==> src/rtl/fmr_pkg.sv <==
package fmr_pkg;
    // Command select while rd_rst is high: {rd_inc, rd_ade}
    typedef enum logic [1:0] {
        CMD_HOLD  = 2'b00,
        CMD_CLEAR = 2'b01,
        CMD_NEXT  = 2'b10,
        CMD_JUMP  = 2'b11
    } rst_cmd_e;
endpackage

==> src/rtl/fmr_addr_loader.sv <==
module fmr_addr_loader #(
    parameter int AW = 9
) (
    input  logic          clk,
    input  logic          rst_n,
    input  logic          load_en,
    input  logic          sbit,
    output logic          load_done,
    output logic [AW-1:0] load_addr,
    output logic [AW-1:0] stored_addr
);
    localparam int CW = $clog2(AW);
    localparam logic [CW-1:0] LAST_BIT = CW'(AW - 1);

    typedef struct packed {
        logic [AW-1:0] shreg;
        logic [CW-1:0] cnt;
        logic [AW-1:0] stored;
    } ld_state_t;

    ld_state_t st_d, st_q;

    assign load_done   = load_en && (st_q.cnt == LAST_BIT);
    assign load_addr   = {st_q.shreg[AW-2:0], sbit};
    assign stored_addr = st_q.stored;

    always_comb begin
        st_d = st_q;
        if (!load_en) begin
            st_d.cnt = '0;
        end else begin
            st_d.shreg = load_addr;
            if (load_done) begin
                st_d.cnt    = '0;
                st_d.stored = load_addr;
            end else begin
                st_d.cnt = st_q.cnt + 1'b1;
            end
        end
    end

    always_ff @(posedge clk) begin
        if (!rst_n) st_q <= '0;
        else        st_q <= st_d;
    end


    bit_count_range_chk: assert property (@(posedge clk) disable iff (!rst_n)
        st_q.cnt <= LAST_BIT);

    stored_addr_kept_chk: assert property (@(posedge clk) disable iff (!rst_n)
        !load_en |=> $stable(stored_addr));
endmodule

==> src/rtl/fmr_read_pointer.sv <==
module fmr_read_pointer
    import fmr_pkg::*;
#(
    parameter int WORDS = 960,
    parameter int LINES = 290,
    parameter int AW    = 9
) (
    input  logic                     clk,
    input  logic                     rst_n,
    input  logic                     rrst,
    input  logic                     inc,
    input  logic                     ade,
    input  logic                     load_done,
    input  logic [AW-1:0]            load_addr,
    input  logic [AW-1:0]            stored_addr,
    input  logic                     re,
    input  logic                     oe,
    output logic [AW-1:0]            line,
    output logic [$clog2(WORDS)-1:0] word,
    output logic                     fetch,
    output logic                     rd,
    output logic                     drv
);
    localparam int WW = $clog2(WORDS);
    localparam logic [WW-1:0] LAST_WORD = WW'(WORDS - 1);
    localparam logic [AW-1:0] LAST_LINE = AW'(LINES - 1);

    typedef struct packed {
        logic [AW-1:0] line;
        logic [WW-1:0] word;
        logic          fetch;
        logic          ready;
        logic          drv;
    } ptr_state_t;

    ptr_state_t st_d, st_q;
    rst_cmd_e   cmd;

    assign cmd   = rst_cmd_e'({inc, ade});
    assign rd    = st_q.ready && !rrst && !ade && !st_q.fetch;
    assign line  = st_q.line;
    assign word  = st_q.word;
    assign fetch = st_q.fetch;
    assign drv   = st_q.drv;

    always_comb begin
        st_d     = st_q;
        st_d.drv = rd && oe;
        if (rrst) begin
            unique case (cmd)
                CMD_HOLD:  st_d.line = st_q.line;
                CMD_CLEAR: st_d.line = '0;
                CMD_NEXT:  st_d.line = (st_q.line == LAST_LINE) ? '0 : st_q.line + 1'b1;
                CMD_JUMP:  st_d.line = stored_addr;
                default:   st_d.line = st_q.line;
            endcase
            st_d.word  = '0;
            st_d.fetch = 1'b1;
            st_d.ready = 1'b0;
        end else if (load_done) begin
            st_d.line  = load_addr;
            st_d.word  = '0;
            st_d.fetch = 1'b1;
            st_d.ready = 1'b0;
        end else if (!ade) begin
            if (st_q.fetch) begin
                st_d.fetch = 1'b0;
                st_d.ready = 1'b1;
            end else if (rd && re && (st_q.word != LAST_WORD)) begin
                st_d.word = st_q.word + 1'b1;
            end
        end
    end

    always_ff @(posedge clk) begin
        if (!rst_n) st_q <= '0;
        else        st_q <= st_d;
    end


    word_in_range_chk: assert property (@(posedge clk) disable iff (!rst_n)
        word <= LAST_WORD);

    word_frozen_chk: assert property (@(posedge clk) disable iff (!rst_n)
        (!rrst && !ade && !re) |=> $stable(word));

    hold_cmd_chk: assert property (@(posedge clk) disable iff (!rst_n)
        (rrst && !inc && !ade) |=> ($stable(line) && word == '0));

    clear_cmd_chk: assert property (@(posedge clk) disable iff (!rst_n)
        (rrst && !inc && ade) |=> (line == '0 && word == '0));

    fetch_quiet_chk: assert property (@(posedge clk) disable iff (!rst_n)
        (fetch && !rrst && !ade) |=> (!fetch && !drv));

    blank_chk: assert property (@(posedge clk) disable iff (!rst_n)
        !oe |=> !drv);
endmodule

==> src/rtl/fm_rd_port.sv <==
module fm_rd_port #(
    parameter int WORDS = 960,
    parameter int LINES = 290,
    parameter int AW    = 9,
    parameter int DW    = 12,
    localparam int WW   = $clog2(WORDS)
) (
    input  logic          clk,
    input  logic          rst_n,
    input  logic          rd_rst,
    input  logic          rd_inc,
    input  logic          rd_ade,
    input  logic          rd_sad,
    input  logic          rd_en,
    input  logic          out_en,
    output logic [AW-1:0] arr_line,
    output logic [WW-1:0] arr_word,
    output logic          arr_rd,
    input  logic [DW-1:0] arr_rdata,
    output logic          line_fetch,
    output logic [DW-1:0] dout,
    output logic          dout_drv
);
    logic          load_done;
    logic [AW-1:0] load_addr;
    logic [AW-1:0] stored_addr;

    fmr_addr_loader #(.AW(AW)) i_loader (
        .clk         (clk),
        .rst_n       (rst_n),
        .load_en     (rd_ade && !rd_rst),
        .sbit        (rd_sad),
        .load_done   (load_done),
        .load_addr   (load_addr),
        .stored_addr (stored_addr)
    );

    fmr_read_pointer #(.WORDS(WORDS), .LINES(LINES), .AW(AW)) i_pointer (
        .clk         (clk),
        .rst_n       (rst_n),
        .rrst        (rd_rst),
        .inc         (rd_inc),
        .ade         (rd_ade),
        .load_done   (load_done),
        .load_addr   (load_addr),
        .stored_addr (stored_addr),
        .re          (rd_en),
        .oe          (out_en),
        .line        (arr_line),
        .word        (arr_word),
        .fetch       (line_fetch),
        .rd          (arr_rd),
        .drv         (dout_drv)
    );

    assign dout = dout_drv ? arr_rdata : '0;


    drive_follows_oe_chk: assert property (@(posedge clk) disable iff (!rst_n)
        dout_drv |-> $past(out_en));

    no_read_while_loading_chk: assert property (@(posedge clk) disable iff (!rst_n)
        rd_ade |-> !arr_rd);
endmodule

==> config.mk <==
export PLATFORM = sky130hd
export DESIGN_NAME = fm_rd_port
export DESIGN_NICKNAME = d
export VERILOG_FILES = /design/src/rtl/fmr_pkg.sv /design/src/rtl/fmr_addr_loader.sv /design/src/rtl/fmr_read_pointer.sv /design/src/rtl/fm_rd_port.sv
export SDC_FILE = /design/constraint.sdc
export NUM_CORES = 1
export LEC_CHECK = 0
export CORE_UTILIZATION = 50
export DETAILED_ROUTE_END_ITERATION = 8
export PLACE_DENSITY = 0.88
export SYNTH_ARGS = -nofsm -noshare
export SYNTH_HDL_FRONTEND = slang
export SYNTH_SLANG_ARGS = --single-unit
==> constraint.sdc <==
create_clock -name clk -period 2.2 [get_ports clk]
set_input_delay 0.44 -clock clk [delete_from_list [all_inputs] [get_ports clk]]
set_output_delay 0.44 -clock clk [all_outputs]
set_load 0.05 [all_outputs]
Word-level counts from Yosys, hierarchy flattened:

Index checks and enable logic that the tools add are counted.

* output and inout bits: 34
* bits in writable memories: 0
* word-level logic and storage cells: 52
* bits in read-only memories: 0
* bits in registers: 43
* input bits: 20
* memories: 0
* bits in latches: 0

* equality and inequality tests: 8
* $add $sub $neg: 3
* div/mod/pow operators: 0
* bitwise operators: 4
* reduce and logical (&&, ||, !) cells: 19
* $lt $le $gt $ge: 0
* shifts and indexed selects: 0
* muxes and demuxes: 10
* multiply operators: 0

Operators with widths (number)
* $mux 12: 3
* $pmux 9 s3: 1
* $mux 21: 1
* $mux 10: 2
* $mux 9: 2
* $add 10x1->10 const B: 1
* $ne 10x10->1 const B: 1
* $add 9x1->9 const B: 1
* $eq 9x9->1 const B: 1
* $logic_and 1x1->1: 8
* $reduce_and 2->1: 3
* $reduce_or 3->1: 2
* $add 4x1->4 const B: 1
* $eq 2x2->1 const B: 2
* $eq 4x4->1 const B: 1
* $not 1->1: 4
* $logic_not 1->1: 3
* $ne 3x2->1 const B: 1
* $reduce_and 3->1: 1
* $eq 2x1->1 const B: 1
* $logic_not 2->1: 1
* $ne 2x2->1 const B: 1
* $reduce_bool 2->1: 1
* $mux 1: 1

Longest topological paths before layout:

* depth after elaboration: 11
* depth in mapped cells: 7
* gate-level depth less buffers: 6

By module:

Synthesis repeated with hierarchy kept, for this count alone.

* cells, all modules: 301
* area, all modules: 2591.2 um2

By module, submodules not included
* fmr_read_pointer: instances 1, cells each 184, area an instance 1492.7 um2, sequential area each 440.4 um2
* fmr_addr_loader: instances 1, cells each 103, area an instance 996.0 um2, sequential area each 420.4 um2
* fm_rd_port: instances 1, cells each 14, area an instance 102.6 um2, sequential area each 0.0 um2

Worst setup path after synthesis:

Ideal clock, no wire load.

* path kind: register to register
* from: register i_pointer.st_q, in the netlist i_pointer.fetch
* to: register i_pointer.word[2] (netlist name)
* library setup time: 0.074 ns
* data required time: 2.126 ns
* path buffers: 1
* cell stages (with the launch flop): 7
* arrival: 2.007 ns
* setup slack: 0.119 ns
* period minus slack after synthesis: 2.081 ns
* cells stage by stage: dfxtp_1 > or4b_4 > clkinv_2 > o311ai_4 > buf_2 > or3_1 > a21oi_1

* longest elaborated chain between the ends: 5
* elaborated cells on any way between the ends: 6
* those cells by class: bitwise (1); reduce/logical (5)

RTL lines
* start: declaration: line fmr_read_pointer.sv:36 `ptr_state_t st_d, st_q;`
* start signal: assignment: line fmr_read_pointer.sv:77 `else st_q <= st_d;`
* $logic_not 1->1: line fmr_read_pointer.sv:40 `assign rd = st_q.ready && !rrst && !ade && !st_q.fetch;`
* $logic_and 1x1->1: line fmr_read_pointer.sv:40
* net arr_rd: line fm_rd_port.sv:18 `output logic arr_rd,`
* $logic_and 1x1->1 (2 in series): line fmr_read_pointer.sv:69 `end else if (rd && re && (st_q.word != LAST_WORD)) begin`
* $reduce_and 3->1 (no source line)

The timed path passes the listed nets, and every way through them passes these cells.
A chain may end at the register's enable or synchronous reset.

Final worst setup path:

* from: register i_pointer.st_q, in the netlist i_pointer.line[2]
* to: output arr_line[2]

RTL lines
* end: declaration: line fm_rd_port.sv:16 `output logic [AW-1:0] arr_line,`

No word-level cell between the ends.

==> metrics.yaml <==
synth_top_cell_area_share: 0.3782
grt_pass1_vias: 2124
hold_path.class: "reg -> reg"
cts_made_buffers: 5
fp.dieH_um: 69.47
grtUsageTotal: 0.2510
cts_hold_buf: 0
maxCapViolations: 0
wire_per_inst_um: 14.58
synth_flop_cell: "dfxtp_1"
synth_edf_count: 0
h-tree-depth: 2
min_path_cells: 2
coreArea_um2: 4354
dieArea_um2: 4825
layout_min_cycle_time_ns: 2.107
final_cells: 385
cp_num_buf_inv: 1
crit_cells: 1
first_pass_iters: 5
finClkSkew_ns: 0.004818
crit_type: "reg -> out"
async_flop_share: 0
drtAntennaViolNets: 0
io_pins: 54
drt_iter0_markers: 167
cts-root-buf: "clkbuf_8"
crit_chain: "clkdlybuf4s50_1"
crit_fanout: 9
path_clk_slew_ns: 0.08
path_delay_family: "buffers and inverters"
dieWidth_um: 69.47
postLayoutCoreUtil: 0.7078
report.final.slew_viol_count: 0
synth_seq_cells: 43
rsz0062_at_grt: "no"
critPathMaxStageDelay_ns: 0.86
routed_wl_um: 5613
synth_fp_nets: 311
grt_max_degree: 24
grt_overflow_total: 0
syn_inst: 286
routabilityCongestion: 0.8689
syn-cell-area_um2: 2276
synth_area_leaders: "dfxtp_1 38%, nand2_1 8.2%, buf_4 6.3%"
ys_seq_area_frac: 0.3782
vias: 2187
synth_common_cells: "50 x nand2_1, 43 x dfxtp_1, 28 x a21oi_1"
cts.sinks: 43
crit_arrival_ns: 1.67
drive_gt1_frac: 0.1291
dp.final_hpwl_um: 4117
yosysTopAreaCell: "dfxtp_1"
placedCellCount: 377
fmaxAchievable_mhz: 474.7
area_growth_pct: 35.40
insertion_delay_ns: 0.30
tightest_slew_ns: 0.5237
rrSetupSlack_ns: 0.36
startpoint_type: "register"
drc: 0
worstSetupEndpointType: "output pin"
status: "complete, no violations"
synth.most_common_cell: "nand2_1"
setup_viol: 0
cp.required_ns: 1.76
io_buffers: 53
yosysWarnings: 0
syn_area_per_cell_um2: 7.958
hold_violations: 0
clk_path_buf_depth: 2
rows: 24
start_util: 0.5227
grt_pass1_wl_um: 9887
ir_drop_mv: 0.4037
cp_slowest_cell: "clkdlybuf4s50_1"
rr_worst_depth: 7
pwr_density_cell_nw_per_um2: 555.3
relSlewSlack: 0.6459
cts_tree: "yes"
antenna_found_initial: 0
routed_via_density: 5.681
leakage_nw: 1.095
antenna_cells: 0
period_share: 0.9576
ys_types: 47
fin_nets: 357
placed cells by master, fill, tap and decap left out, types with 5 or more instances in the layout:
cell type        count
nand3_1             17
clkdlybuf4s50_1     38
clkbuf_8             5
nor2_1              12
a21oi_1             28
or3_1                8
inv_1                9
dfxtp_1             43
nand4_1             10
buf_4               17
nand2_1             50
o21ai_0              8
and2_1              14
ha_1                 5
buf_12              13
sequential cells by signal (all words and copies together), names as in the netlist:
name and flops:
i_pointer.line 9, i_loader.stored_addr 9, i_loader.st_q 4, i_pointer.fetch 1, i_pointer.st_q 1, i_loader.load_addr 8, i_pointer.drv 1, i_pointer.word 10
kinds of logic after synthesis:
kind of cell | count (synthesis) | share of synthesized area
compound gates | 57 | 0.1655
xor+xnor | 6 | 0.02309
fa+ha+maj | 5 | 0.02749
buf+inv | 42 | 0.1017
flops | 43 | 0.3782
mux | 1 | 0.004398
simple gates | 132 | 0.2996
area by class of cell:
cell class,instances,area [µm²]
clock inverter,3,67.56
clock buffer,5,68.82
timing repair buffer,70,789.5
multi-input combinational,201,1184
tap,52,65.06
sequential,43,860.8
inverter,11,46.29
fill,306,1272
worst paths after layout:
path | start | endpoint
max | i_pointer.line[2] | arr_line[2]
min | i_loader.stored_addr[3] | i_loader.stored_addr[3]
max reg2reg | i_pointer.fetch | i_pointer.word[3]
min reg2reg | i_loader.stored_addr[3] | i_loader.stored_addr[3]
metrics by stage:
step	power (mW)	hold slack, ns	worst slack (ns)	area (µm²)	setup TNS, ns
6_report	1.711	0.4519	0.09322	3082	0
5_1_grt	1.770	0.4752	0.01782	3082	0
4_1_cts	1.715	0.4553	0.01697	3079	0
3_5_place_dp	0.9906	0.4433	-0.1574	2940	-0.8107
3_3_place_gp	0.9876	0.4383	-0.06818	2940	-0.2434
2_1_floorplan	0.9145	0.4289	0.1186	2276	0
repair_timing:
item | in CTS | in global routing
endpoints found under the setup margin | 1 | 1
buffers inserted | 0 | 0
resized for setup | 2 | 1
pin swaps | 1 | 1
where the power goes:
part | switching [mW] | internal [mW]
Sequential | 0.0163 | 0.788
Clock | 0.285 | 0.453
Combinational | 0.0950 | 0.0751
metal layers:
metal  wire, µm  share of wire  GRT usage
met5          0              0          0
met2       2667           0.48     0.4099
met1       2348           0.42     0.3120
met4        141          0.025    0.09524
met3        455          0.081    0.07267
Power figures use the tool's default switching activity.
